## src/rtl/tmr_evc_pkg.sv

```systemverilog
package tmr_evc_pkg;

  typedef enum logic [1:0] {
    FN_IDLE  = 2'b00,
    FN_EVENT = 2'b01,
    FN_TIMER = 2'b10,
    FN_PWCAP = 2'b11
  } tmr_fn_e;

  localparam int CTRL_W     = 8;
  localparam int FN_HI      = 7;
  localparam int FN_LO      = 6;
  localparam int SRC_BIT    = 5;
  localparam int RUN_BIT    = 4;
  localparam int POL_BIT    = 3;
  localparam int STORED_LO  = 3;
  localparam logic [CTRL_W-1:0] CTRL_RESET = 8'h08;

  typedef struct packed {
    tmr_fn_e fn;
    logic    slow_src;
    logic    run;
    logic    pol;
  } tmr_ctrl_t;

  function automatic tmr_ctrl_t decode_ctrl(input logic [CTRL_W-1:0] r);
    tmr_ctrl_t c;
    c.fn       = tmr_fn_e'(r[FN_HI:FN_LO]);
    c.slow_src = r[SRC_BIT];
    c.run      = r[RUN_BIT];
    c.pol      = r[POL_BIT];
    return c;
  endfunction

  function automatic logic [CTRL_W-1:0] mask_ctrl(input logic [CTRL_W-1:0] w);
    logic [CTRL_W-1:0] m;
    m = w;
    m[STORED_LO-1:0] = '0;
    return m;
  endfunction

endpackage

```

## src/rtl/tmr_edge_sync.sv

```systemverilog
module tmr_edge_sync #(
  parameter int STAGES = 2
) (
  input  logic clk,
  input  logic rst_n,
  input  logic din,
  output logic rise,
  output logic fall
);
  logic [STAGES-1:0] chain_q;
  logic              prev_q;

  always_ff @(posedge clk or negedge rst_n) begin
    if (!rst_n) begin
      chain_q <= '0;
      prev_q  <= 1'b0;
    end else begin
      chain_q <= {chain_q[STAGES-2:0], din};
      prev_q  <= chain_q[STAGES-1];
    end
  end

  assign rise = chain_q[STAGES-1] & ~prev_q;
  assign fall = ~chain_q[STAGES-1] & prev_q;
endmodule

```

## src/rtl/tmr_div_tick.sv

```systemverilog
module tmr_div_tick #(
  parameter int DIV = 4
) (
  input  logic clk,
  input  logic rst_n,
  output logic tick
);
  localparam int CW = (DIV > 2) ? $clog2(DIV) : 1;
  localparam logic [CW-1:0] LAST = CW'(DIV - 1);

  logic [CW-1:0] phase_q;

  always_ff @(posedge clk or negedge rst_n) begin
    if (!rst_n)             phase_q <= '0;
    else if (phase_q == LAST) phase_q <= '0;
    else                    phase_q <= phase_q + 1'b1;
  end

  // the divided clock falls as the phase wraps
  assign tick = (phase_q == LAST);
endmodule

```

## src/rtl/tmr_regs.sv

```systemverilog
module tmr_regs
  import tmr_evc_pkg::*;
#(
  parameter int DW = 8
) (
  input  logic              clk,
  input  logic              rst_n,
  input  logic              wr_ctrl,
  input  logic              wr_reload,
  input  logic [DW-1:0]     wdata,
  output logic [CTRL_W-1:0] ctrl_q,
  output logic [DW-1:0]     reload_q
);
  always_ff @(posedge clk or negedge rst_n) begin
    if (!rst_n) begin
      ctrl_q   <= CTRL_RESET;
      reload_q <= '0;
    end else begin
      if (wr_ctrl)   ctrl_q   <= mask_ctrl(wdata[CTRL_W-1:0]);
      if (wr_reload) reload_q <= wdata;
    end
  end
endmodule

```

## src/rtl/tmr_count_core.sv

```systemverilog
module tmr_count_core
  import tmr_evc_pkg::*;
#(
  parameter int DW = 8
) (
  input  logic          clk,
  input  logic          rst_n,
  input  tmr_ctrl_t     cfg,
  input  logic          pin_rise,
  input  logic          pin_fall,
  input  logic          tick,
  input  logic          wr_reload,
  input  logic [DW-1:0] wdata,
  input  logic [DW-1:0] reload_q,
  input  logic          irq_en,
  output logic [DW-1:0] count_q,
  output logic          step_evt,
  output logic          ovf_evt,
  output logic          meas_q,
  output logic          irq_q
);
  localparam logic [DW-1:0] FULL = '1;

  function automatic logic [DW-1:0] advance(input logic [DW-1:0] c,
                                            input logic [DW-1:0] r);
    return (c == FULL) ? r : c + 1'b1;
  endfunction

  logic cap_active, start_edge, stop_edge, pin_step;

  assign cap_active = cfg.run && (cfg.fn == FN_PWCAP);
  assign start_edge = cfg.pol ? pin_rise : pin_fall;
  assign stop_edge  = cfg.pol ? pin_fall : pin_rise;
  assign pin_step   = cfg.pol ? pin_fall : pin_rise;

  always_comb begin
    step_evt = 1'b0;
    if (cfg.run) begin
      unique case (cfg.fn)
        FN_EVENT: step_evt = pin_step;
        FN_TIMER: step_evt = tick;
        FN_PWCAP: step_evt = tick && meas_q;
        default:  step_evt = 1'b0;
      endcase
    end
  end

  assign ovf_evt = step_evt && (count_q == FULL);

  always_ff @(posedge clk or negedge rst_n) begin
    if (!rst_n) begin
      count_q <= '0;
      meas_q  <= 1'b0;
      irq_q   <= 1'b0;
    end else begin
      if (step_evt)                    count_q <= advance(count_q, reload_q);
      else if (wr_reload && !cfg.run)  count_q <= wdata;

      if (!cap_active)      meas_q <= 1'b0;
      else if (start_edge)  meas_q <= 1'b1;
      else if (stop_edge)   meas_q <= 1'b0;

      irq_q <= ovf_evt && irq_en;
    end
  end
endmodule

```

## src/rtl/tmr_evc.sv

```systemverilog
module tmr_evc
  import tmr_evc_pkg::*;
#(
  parameter int DW          = 8,
  parameter int SYNC_STAGES = 2,
  parameter int SYS_DIV     = 4
) (
  input  logic          clk,
  input  logic          rst_n,
  input  logic          wr_ctrl,
  input  logic          wr_reload,
  input  logic [DW-1:0] wdata,
  input  logic          evt_pin,
  input  logic          slow_osc,
  input  logic          irq_en,
  output logic [7:0]    ctrl_rd,
  output logic [DW-1:0] count_rd,
  output logic          irq
);
  localparam int NSRC = 2;

  logic [NSRC-1:0] src_in, src_rise, src_fall;
  logic [CTRL_W-1:0] ctrl_q;
  logic [DW-1:0]     reload_q;
  tmr_ctrl_t         cfg;
  logic              div_tick, sel_tick;
  logic              step_evt, ovf_evt, meas_q;

  assign src_in = {slow_osc, evt_pin};

  for (genvar g = 0; g < NSRC; g++) begin : g_sync
    tmr_edge_sync #(.STAGES(SYNC_STAGES)) i_sync (
      .clk  (clk),
      .rst_n(rst_n),
      .din  (src_in[g]),
      .rise (src_rise[g]),
      .fall (src_fall[g])
    );
  end

  tmr_div_tick #(.DIV(SYS_DIV)) i_div (
    .clk  (clk),
    .rst_n(rst_n),
    .tick (div_tick)
  );

  tmr_regs #(.DW(DW)) i_regs (
    .clk      (clk),
    .rst_n    (rst_n),
    .wr_ctrl  (wr_ctrl),
    .wr_reload(wr_reload),
    .wdata    (wdata),
    .ctrl_q   (ctrl_q),
    .reload_q (reload_q)
  );

  assign cfg      = decode_ctrl(ctrl_q);
  assign sel_tick = cfg.slow_src ? src_fall[1] : div_tick;

  tmr_count_core #(.DW(DW)) i_core (
    .clk      (clk),
    .rst_n    (rst_n),
    .cfg      (cfg),
    .pin_rise (src_rise[0]),
    .pin_fall (src_fall[0]),
    .tick     (sel_tick),
    .wr_reload(wr_reload),
    .wdata    (wdata),
    .reload_q (reload_q),
    .irq_en   (irq_en),
    .count_q  (count_rd),
    .step_evt (step_evt),
    .ovf_evt  (ovf_evt),
    .meas_q   (meas_q),
    .irq_q    (irq)
  );

  assign ctrl_rd = ctrl_q;
endmodule

```

## config.mk

```make
export PLATFORM = sky130hd
export DESIGN_NAME = tmr_evc
export DESIGN_NICKNAME = d
export VERILOG_FILES = /design/src/rtl/tmr_evc_pkg.sv /design/src/rtl/tmr_edge_sync.sv /design/src/rtl/tmr_div_tick.sv /design/src/rtl/tmr_regs.sv /design/src/rtl/tmr_count_core.sv /design/src/rtl/tmr_evc.sv
export SDC_FILE = /design/constraint.sdc
export NUM_CORES = 1
export LEC_CHECK = 0
export BUFFER_PORTS_ARGS = -buffer_cell sky130_fd_sc_hd__buf_2
export CORE_MARGIN = 10
export CORE_UTILIZATION = 50
export CTS_CLUSTER_SIZE = 28
export DETAILED_ROUTE_END_ITERATION = 8
export GPL_TIMING_DRIVEN = 0
export HOLD_SLACK_MARGIN = 0.1
export PLACE_DENSITY = 0.86
export SLEW_MARGIN = 20
export SYNTH_ARGS = -nofsm -noshare
export SYNTH_HDL_FRONTEND = slang
export SYNTH_SLANG_ARGS = --single-unit
```

## constraint.sdc

```tcl
create_clock -name clk -period 3.6 [get_ports clk]
set_input_delay 0.54 -clock clk [delete_from_list [all_inputs] [get_ports clk]]
set_output_delay 0.54 -clock clk [all_outputs]
set_load 0.02 [all_outputs]
```

==> results of run 1 <==
-- metal layers --
layer / share of wire, % / track usage [%] / routed length, um / vias up
met5: 0 / 0 / 0 / -
met4: 1.9 / 6.00 / 59 / 0
met3: 8.1 / 5.92 / 258 / 7
met2: 49 / 17.7 / 1580 / 49
met1: 41 / 15.3 / 1290 / 536
li1: - / - / - / 514
-- sequential cells by signal (all words and copies together) (netlist names) --
register	count
i_regs.reload_q	8
i_core.count_q	8
g_sync.i_sync.prev_q	2
i_regs.ctrl_q	5
i_div.phase_q	2
g_sync.i_sync.chain_q	4
i_core.irq_q	1
i_core.meas_q	1
-- through the flow --
stage                     cells  util [%]
after CTS                   188      60.8
final                       188      60.8
after detailed placement    180      58.6
after global routing        188      60.8
after floorplan             122         -
after global placement      180      58.6
-- kinds of logic (layout without fill, tap and decap cells) --
family	count (synthesis)	in the layout	share of synthesized area (%)
AO/OA/AOI/OAI	28	28	15.4
other	1	3	0.262
XOR/XNOR	1	1	0.611
buffers and inverters	9	44	3.75
AND/OR/NAND/NOR	31	31	11.1
multiplexers	17	17	13.0
adder cells (fa/ha/maj)	2	2	1.74
flip-flops	31	31	54.2
-- worst min path at each step --
stage | startpoint | to | slack, ns | cells past startpoint
global placement | g_sync[0].i_sync.chain_q[0] | g_sync[0].i_sync.chain_q[1] | 0.33 | 0
finish | rst_n | i_core.irq_q | 0.23 | 1
global route | rst_n | i_div.phase_q[0] | 0.25 | 1
floorplan | rst_n | g_sync[0].i_sync.chain_q[0] | 0.24 | 0
CTS | rst_n | g_sync[1].i_sync.prev_q | 0.23 | 1
detailed placement | g_sync[0].i_sync.chain_q[0] | g_sync[0].i_sync.chain_q[1] | 0.34 | 0
-- placed cells by master (no fill, tap or decap), types with 3 or more instances in the layout --
cell type  count
a21oi_1        7
buf_4          3
nor3_1         4
nand2_1        6
conb_1         3
mux2_2        13
a221o_1        6
nand3_1        6
dfrtp_1       30
nor2_1         5
a211oi_1       3
clkbuf_4       5
and3_1         4
inv_1          3
mux2i_1        4
buf_2         28
-- power breakdown --
part	switching [mW]	internal, mW
Sequential	0.0586	0.390
Clock	0.116	0.0945
Combinational	0.114	0.0858
Total	0.288	0.570
-- final cells by class --
| class | count | area share, % |
|---|---|---|
| clock buffer | 7 | 3.29 |
| timing repair buffer | 27 | 8.07 |
| inverter | 3 | 0.672 |
| clock inverter | 1 | 0.299 |
| tap | 31 | 2.32 |
| sequential | 31 | 46.4 |
| multi-input combinational | 82 | 36.4 |
| buffer | 6 | 2.54 |
-- worst register-to-register path: stages (launching register included) --
cell	delay, ns
dfrtp_1	0.52
ha_1	0.32
and3_1	0.21
nand3_1	0.23
nor2_1	0.17
a211oi_1	0.06
a221o_1	0.27
==> out/results.ini, run 1 <==
[run_status]
outcome = completed

[finish]
stdcell_area_sq_um = 1680
nFillCells = 227
drive_gt1_share_pct = 35.7
syn_to_final_growth_pct = 16.8
nets = 173
diodes = 0
multi_input_area_sq_um = 611
regArea_sq_um = 777

[timing]
finalSetupViolations = 0
slew_headroom_pct = 55.7
holdWs_ns = 0.229
slew_violations = 0
tightest_slew_ns = 0.665
finClkSkew_ns = 0.0113
min_period_over_period_pct = 52.7
tns_ns = 0
layout_setup_ws_ns = 1.70
hold_viol = 0
rsz0062_at_grt = false
fmax_ghz = 0.527
finalCriticalPeriod_ns = 1.90

[detailed_routing]
vias = 1106
drt-initial-drc-count = 69
drc_errors = 0
drt_wl_total_um = 3190
routed_via_density = 5.88
ant_nets = 0
wire_per_inst_um = 16.9
first_pass_iters = 4

[clocking]
tritoncts = done
path_clk_slew_ns = 0.09
cts_setup_buffers = 0
h-tree-depth = 2
numCtsBuffers = 5
cts_resized = 0
clockBufferDepth = 2
cts_hold_buf = 0
cts.root.buffer_cell = clkbuf_4
clk_latency_ns = 0.33
cts_num_sinks = 31

[worst_setup_path]
r2r-end = i_core.count_q[3]
critical_path_depth = 6
path_cells = ha_1, and3_1, nand3_1, nor2_1, a211oi_1, a221o_1
reg2reg_slack_ns = 1.70
critPathBufInv = 0
critPathMaxStageDelay_ns = 0.52
cp-start-kind = register
setup.worst_path.start = i_core.count_q[0]
path_class = register to register
endpoint_kind = register
critPathCapture = i_core.count_q[3]
reg2reg_from = i_core.count_q[0]
worst_path_max_delay_cell = dfrtp_1
cp_top_family = simple AND/OR/NAND/NOR gates
worstPathMaxFanout = 9
reg2regPathDepth = 6
critPathRequiredTime_ns = 3.81
arrival_ns = 2.11

[grt]
grt_pass1_wl_um = 5240
grt_pass1_vias = 1083
grt_max_degree = 32
antenna_found_initial = 0
gr-total-overflow = 0
grt_util_all_layers_pct = 12.4

[min_path]
hold_class = input pin to async pin

[logic_synthesis]
synth.top_cell.area_share_pct = 52.4
async_reset_ff_share_pct = 100
yosysTopAreaCell = dfrtp_1
synth_seq_cells = 31
netlist_instances = 120
synth_common_cells = dfrtp_1, mux2_2, a21oi_1
yosysUniqueCellTypes = 35
synthesis.area_sq_um = 1430
seq_area_frac_synth_pct = 54.2
avgSynthCellArea_sq_um = 11.9
synth_edf_count = 0
synth_area_leaders = dfrtp_1, mux2_2, a221o_1
synth.most_common_cell = dfrtp_1
synth_flop_cell = dfrtp_1
yosysWarnings = 0

[floorplanning]
initial_core_util_pct = 52.0
rows = 19
num_io_pins = 32
core_area_sq_um = 2760
die_area_sq_um = 5410
dieWidth_um = 73.6
chipHeight_um = 73.6

[place]
portBuffers = 27
place_congestion = 0.876
dpl.hpwl_um = 2350
dpl_cell_area_sq_um = 1620
place_worst_setup_slack_ns = 1.70

[power_and_ir_drop]
finalPower_uw = 858
ir_drop_mv = 0.406
p_per_area_nw_per_um2 = 512
p_leak_nw = 0.781

[run]
cap_violations = 0

No activity file was read; power rests on OpenSTA's default activity.
==> inputs of run 2 (changes only) <==
==> constraint.sdc (replaced) <==
create_clock -name clk -period 2 [get_ports clk]
set_input_delay 0.3 -clock clk [delete_from_list [all_inputs] [get_ports clk]]
set_output_delay 0.3 -clock clk [all_outputs]
set_load 0.02 [all_outputs]
==> run 2 against run 1 <==
Net effect:
- sequential share of layout area is 0.84 points lower
- die area stayed put
- worst hold slack lost 0.018 ns
- wire length is 0.60% higher
- cell count increased by 1.6%
- clock skew up 0.0023 ns
- non-clock buffer count is 3 higher
- largest cell class unchanged
- final area up 2.0%
==> out/results.ini, run 2 (same netlist as run 1, synthesis figures left out) <==
[place]
place_congestion = 0.876  ; unchanged
place_inst = 180  ; unchanged
portBuffers = 27  ; unchanged
dpl.hpwl_um = 2350  ; unchanged

[finish]
drive_gt1_share_pct = 36.3  ; was 35.7%
nets = 176  ; was 173
diodes = 0  ; unchanged
final_common_cell = dfrtp_1  ; unchanged
nFillCells = 222  ; was 227
post-route-util_pct = 62.0  ; was 60.8%
final_cell_mix = dfrtp_1, buf_2, mux2_2  ; unchanged
regArea_sq_um = 778  ; was 777 sq um
top_regs = i_core.count_q: 8 flops, i_regs.reload_q: 8 flops, i_regs.ctrl_q: 5 flops  ; unchanged
fin_cells = 191  ; was 188
syn_to_final_growth_pct = 19.2  ; was 16.8%
multi_input_area_sq_um = 613  ; was 611 sq um

[floorplanning]
initial_core_util_pct = 52.0  ; unchanged
die_area_sq_um = 5410  ; unchanged
rows = 19  ; unchanged
chipHeight_um = 73.6  ; unchanged
num_io_pins = 32  ; unchanged
dieWidth_um = 73.6  ; unchanged
core_area_sq_um = 2760  ; unchanged

[grt]
grt_pass1_vias = 1090  ; was 1,083
gr-total-overflow = 0  ; unchanged
grt_util_all_layers_pct = 12.5  ; was 12.4%
grt_pass1_wl_um = 5290  ; was 5240 um
antenna_found_initial = 0  ; unchanged
grt_max_degree = 32  ; unchanged

[detailed_routing]
drt_wl_total_um = 3210  ; was 3190 um
ant_nets = 0  ; unchanged
routed_via_density = 5.83  ; was 5.88
wire_per_inst_um = 16.8  ; was 16.9 um
drc_errors = 0  ; unchanged
vias = 1113  ; was 1,106
first_pass_iters = 4  ; unchanged
drt-initial-drc-count = 62  ; was 69

[power_and_ir_drop]
p_leak_nw = 0.791  ; was 0.781 nW
ir_drop_mv = 0.745  ; was 0.406 mV
p_per_area_nw_per_um2 = 909  ; was 512 nW/um^2

[timing]
finalSetupViolations = 0  ; unchanged
rsz0062_at_grt = false  ; unchanged
holdWs_ns = 0.211  ; was 0.229 ns
slew_violations = 0  ; unchanged
hold_viol = 0  ; unchanged
fmax_ghz = 0.534  ; was 0.527 GHz
finalCriticalPeriod_ns = 1.87  ; was 1.90 ns
tns_ns = 0  ; unchanged
finClkSkew_ns = 0.0136  ; was 0.0113 ns
slew_headroom_pct = 55.8  ; was 55.7%
tightest_slew_ns = 0.663  ; was 0.665 ns
min_period_over_period_pct = 93.7  ; was 52.7%

[worst_setup_path]
cp-start-kind = register  ; unchanged
critPathRequiredTime_ns = 2.27  ; was 3.81 ns
setup.worst_path.start = i_div.phase_q[0]  ; was i_core.count_q[0]
reg2reg_from = i_div.phase_q[0]  ; was i_core.count_q[0]
endpoint_kind = register  ; unchanged
arrival_ns = 2.14  ; was 2.11 ns
worstPathMaxFanout = 10  ; was 9
path_class = register to register  ; unchanged

[clocking]
h-tree-depth = 2  ; unchanged
tritoncts = done  ; unchanged
path_clk_slew_ns = 0.10  ; was 0.09 ns
clk_latency_ns = 0.33  ; about the same
numCtsBuffers = 5  ; unchanged
cts_setup_buffers = 0  ; unchanged
cts_num_sinks = 31  ; unchanged
cts.root.buffer_cell = clkbuf_4  ; unchanged
clockBufferDepth = 2  ; unchanged

[min_path]
hold_class = input pin to register  ; was input pin to async pin
min_from = wdata[1]

[run_status]
outcome = completed  ; unchanged

[run]
cap_violations = 0  ; unchanged

==> run 2: cell types whose count changed in the layout (fill, tap and decap cells not counted) <==
cell and change:
dfrtp_2 +1, dlygate4sd3_1 +3, dfrtp_1 -1, ha_1 -1, ha_2 +1
==> run 2: final cells by class <==
cell class,instances,share of cell area (%)
buffer,6,2.49
tap,31,2.27
multi-input combinational,82,35.9
sequential,31,45.5
timing repair buffer,30,9.66
clock buffer,7,3.22
clock inverter,1,0.293
inverter,3,0.659
==> run 2: timing repair <==
| action | CTS | global route |
|---|---|---|
| hold endpoints to repair | 32 | 0 |
| setup endpoints to repair | 0 | 3 |
| resized for setup | 0 | 2 |
| hold buffers | 3 | 0 |
==> run 2: path summary, 6_finish.rpt <==
| path | endpoint | slack, ns | cells past startpoint |
|---|---|---|---|
| worst min-delay path | i_core.count_q[1] | 0.21 | 2 |
| worst max-delay path | i_core.count_q[6] | 0.13 | 7 |
| max in group asynchronous | i_core.count_q[0] | 1.01 | 2 |
| worst min register to register | g_sync[0].i_sync.chain_q[1] | 0.34 | 0 |
| min in group asynchronous | i_core.irq_q | 0.52 | 2 |
| worst max register to register | i_core.count_q[6] | 0.13 | 7 |
==> run 2: per-stage QoR <==
| stage | power [mW] | instance area [sq um] | setup WS (ns) |
|---|---|---|---|
| 3_3_place_gp | 1.16 | 1620 | 0.194 |
| 6_report | 1.55 | 1710 | 0.127 |
| 3_5_place_dp | 1.18 | 1620 | 0.144 |
| 5_1_grt | 1.65 | 1710 | 0.00108 |
| 4_1_cts | 1.57 | 1710 | 0.117 |
| 2_1_floorplan | 1.03 | 1440 | 0.226 |
==> run 2: per-layer routing <==
| layer | wire, um | GRT usage (%) | up-vias |
|---|---|---|---|
| li1 | - | - | 520 |
| met5 | 0 | 0 | - |
| met1 | 1300 | 15.4 | 535 |
| met4 | 68 | 6.00 | 0 |
| met3 | 279 | 6.06 | 9 |
| met2 | 1560 | 17.8 | 49 |
==> run 2: critical path: stages, from the launching register on <==
cell,delay [ns]
dfrtp_1,0.40
ha_1,0.21
o211ai_1,0.18
a21oi_1,0.07
a21oi_2,0.33
buf_6,0.20
mux2i_1,0.21
o221a_2,0.20
==> run 2: where the power goes <==
part / internal, mW / leakage, nW / total [mW] / switching, mW
clock: 0.170 / 0.0353 / 0.379 / 0.209
sequential: 0.703 / 0.368 / 0.809 / 0.106
combinational: 0.160 / 0.387 / 0.365 / 0.206
==> inputs of run 3 (changes only) <==
==> constraint.sdc (replaced) <==
create_clock -name clk -period 1.9 [get_ports clk]
set_input_delay 0.285 -clock clk [delete_from_list [all_inputs] [get_ports clk]]
set_output_delay 0.285 -clock clk [all_outputs]
set_load 0.02 [all_outputs]
==> run 3 against run 2 <==
Net effect:
- worst hold slack worse by 0.014 ns
- power up 5.8%
- wire length is 2.4% higher
- setup slack got worse by 0.099 ns
- register-to-register slack worse by 0.099 ns
- sequential cell count unchanged
- combinational power grew 7.7%
- core utilization is 1.2 points higher
- sequential share of layout area shrank 0.71 points
- highest routed layer unchanged
==> out/results.ini, run 3 (same netlist as run 1, synthesis figures left out) <==
[run_status]
outcome = completed  ; unchanged

[worst_setup_path]
path_class = register to register  ; unchanged
endpoint_kind = register  ; unchanged
worstPathMaxFanout = 6  ; was 10
critPathRequiredTime_ns = 2.12  ; was 2.27 ns
cp-start-kind = register  ; unchanged
reg2reg_slack_ns = 0.03  ; was 0.13 ns
arrival_ns = 2.10  ; was 2.14 ns

[timing]
tightest_slew_ns = 0.667  ; was 0.663 ns
hold_viol = 0  ; unchanged
finalSetupViolations = 0  ; unchanged
finClkSkew_ns = 0.0115  ; was 0.0136 ns
slew_violations = 0  ; unchanged
finalCriticalPeriod_ns = 1.87  ; about the same
slew_headroom_pct = 55.5  ; was 55.8%
min_period_over_period_pct = 98.5  ; was 93.7%
holdWs_ns = 0.197  ; was 0.211 ns
rsz0062_at_grt = true  ; was false
fmax_ghz = 0.534  ; about the same
layout_setup_ws_ns = 0.0281  ; was 0.127 ns

[clocking]
cts_num_sinks = 31  ; unchanged
path_clk_slew_ns = 0.10  ; about the same
cts.root.buffer_cell = clkbuf_4  ; unchanged
tritoncts = done  ; unchanged
clk_latency_ns = 0.33  ; about the same
clockBufferDepth = 2  ; unchanged
numCtsBuffers = 5  ; unchanged
h-tree-depth = 2  ; unchanged

[finish]
diodes = 0  ; unchanged
nets = 180  ; was 176
final_cell_mix = buf_2, dfrtp_1, mux2_2  ; was dfrtp_1, buf_2, mux2_2
syn_to_final_growth_pct = 21.5  ; was 19.2%
nFillCells = 216  ; was 222
fin_cells = 195  ; was 191
post-route-util_pct = 63.2  ; was 62.0%
final_common_cell = buf_2  ; was dfrtp_1
top_regs = i_core.count_q: 8 flops, i_regs.reload_q: 8 flops, i_regs.ctrl_q: 5 flops  ; unchanged
drive_gt1_share_pct = 39.6  ; was 36.3%

[floorplanning]
dieWidth_um = 73.6  ; unchanged
core_area_sq_um = 2760  ; unchanged
die_area_sq_um = 5410  ; unchanged
rows = 19  ; unchanged
chipHeight_um = 73.6  ; unchanged
num_io_pins = 32  ; unchanged
initial_core_util_pct = 52.0  ; unchanged

[grt]
gr-total-overflow = 0  ; unchanged
grt_util_all_layers_pct = 12.5  ; unchanged
grt_max_degree = 32  ; unchanged
antenna_found_initial = 0  ; unchanged
grt_pass1_wl_um = 5290  ; unchanged
grt_pass1_vias = 1090  ; unchanged

[detailed_routing]
drc_errors = 0  ; unchanged
drt_wl_total_um = 3280  ; was 3210 um
drt-initial-drc-count = 81  ; was 62
vias = 1141  ; was 1,113
wire_per_inst_um = 16.8  ; about the same
routed_via_density = 5.85  ; was 5.83
first_pass_iters = 4  ; unchanged
ant_nets = 0  ; unchanged

[place]
place_inst = 180  ; unchanged
place_congestion = 0.876  ; unchanged
place_worst_setup_slack_ns = 0.0439  ; was 0.144 ns
dpl.hpwl_um = 2350  ; unchanged
portBuffers = 27  ; unchanged

[power_and_ir_drop]
p_leak_nw = 0.804  ; was 0.791 nW
p_per_area_nw_per_um2 = 944  ; was 909 nW/um^2
finalPower_mw = 1.64  ; was 1.55 mW
ir_drop_mv = 0.788  ; was 0.745 mV

[min_path]
hold_class = input pin to register  ; unchanged

[run]
cap_violations = 0  ; unchanged

run 3: cell count changes in the layout (fill, tap and decap cells not counted), sizes merged:
cell | before | now
buf | 32 | 36
run 3: metrics by stage:
step           area, sq um  TNS [ns]
2_1_floorplan         1440         0
3_3_place_gp          1620         0
3_5_place_dp          1620         0
4_1_cts               1710         0
5_1_grt               1740    -0.170
6_report              1740         0
run 3: cell type report:
cell class	instances	area, sq um	share of cell area (%)
plain buffers	6	42.5	2.44
clock buffers	7	55.1	3.16
clock inverters	1	5.00	0.287
inverters	3	11.3	0.647
multi-input cells	82	616	35.3
flip-flops and latches	31	781	44.8
well taps	31	38.8	2.23
repair buffers	34	193	11.1
run 3: path summary, 6_finish.rpt:
kind,depth (start not counted),to,from
max in group asynchronous,2,g_sync[0].i_sync.prev_q,rst_n
max reg2reg,7,i_core.count_q[0],i_div.phase_q[0]
min reg2reg,0,g_sync[0].i_sync.chain_q[1],g_sync[0].i_sync.chain_q[0]
max,7,i_core.count_q[0],i_div.phase_q[0]
min,2,i_regs.reload_q[0],wdata[0]
min in group asynchronous,2,i_core.irq_q,rst_n
run 3: worst max-delay path, cell delays in order, from the launching register on:
cell and delay (ns):
dfrtp_1 0.40, ha_2 0.20, o211ai_1 0.17, a21oi_1 0.07, a21oi_2 0.34, buf_2 0.25
a211oi_1 0.06, a221o_1 0.27
run 3: repair_timing:
action | CTS | global route
setup buffers | 0 | 3
hold buffers | 3 | 0
setup endpoints to repair | 0 | 7
hold endpoints to repair | 32 | 0
resized for setup | 0 | 5
run 3: report_power, final:
part | internal [mW] | total [mW] | switching (mW)
Sequential | 0.742 | 0.853 | 0.111
Combinational | 0.174 | 0.393 | 0.219
Clock | 0.179 | 0.399 | 0.220
Total | 1.09 | 1.64 | 0.550
run 3: metal layers:
| layer | track usage, % | share of wire [%] |
|---|---|---|
| met5 | 0 | 0 |
| met4 | 6.00 | 2.6 |
| met3 | 6.06 | 8.5 |
| met2 | 17.8 | 48 |
| met1 | 15.4 | 40 |
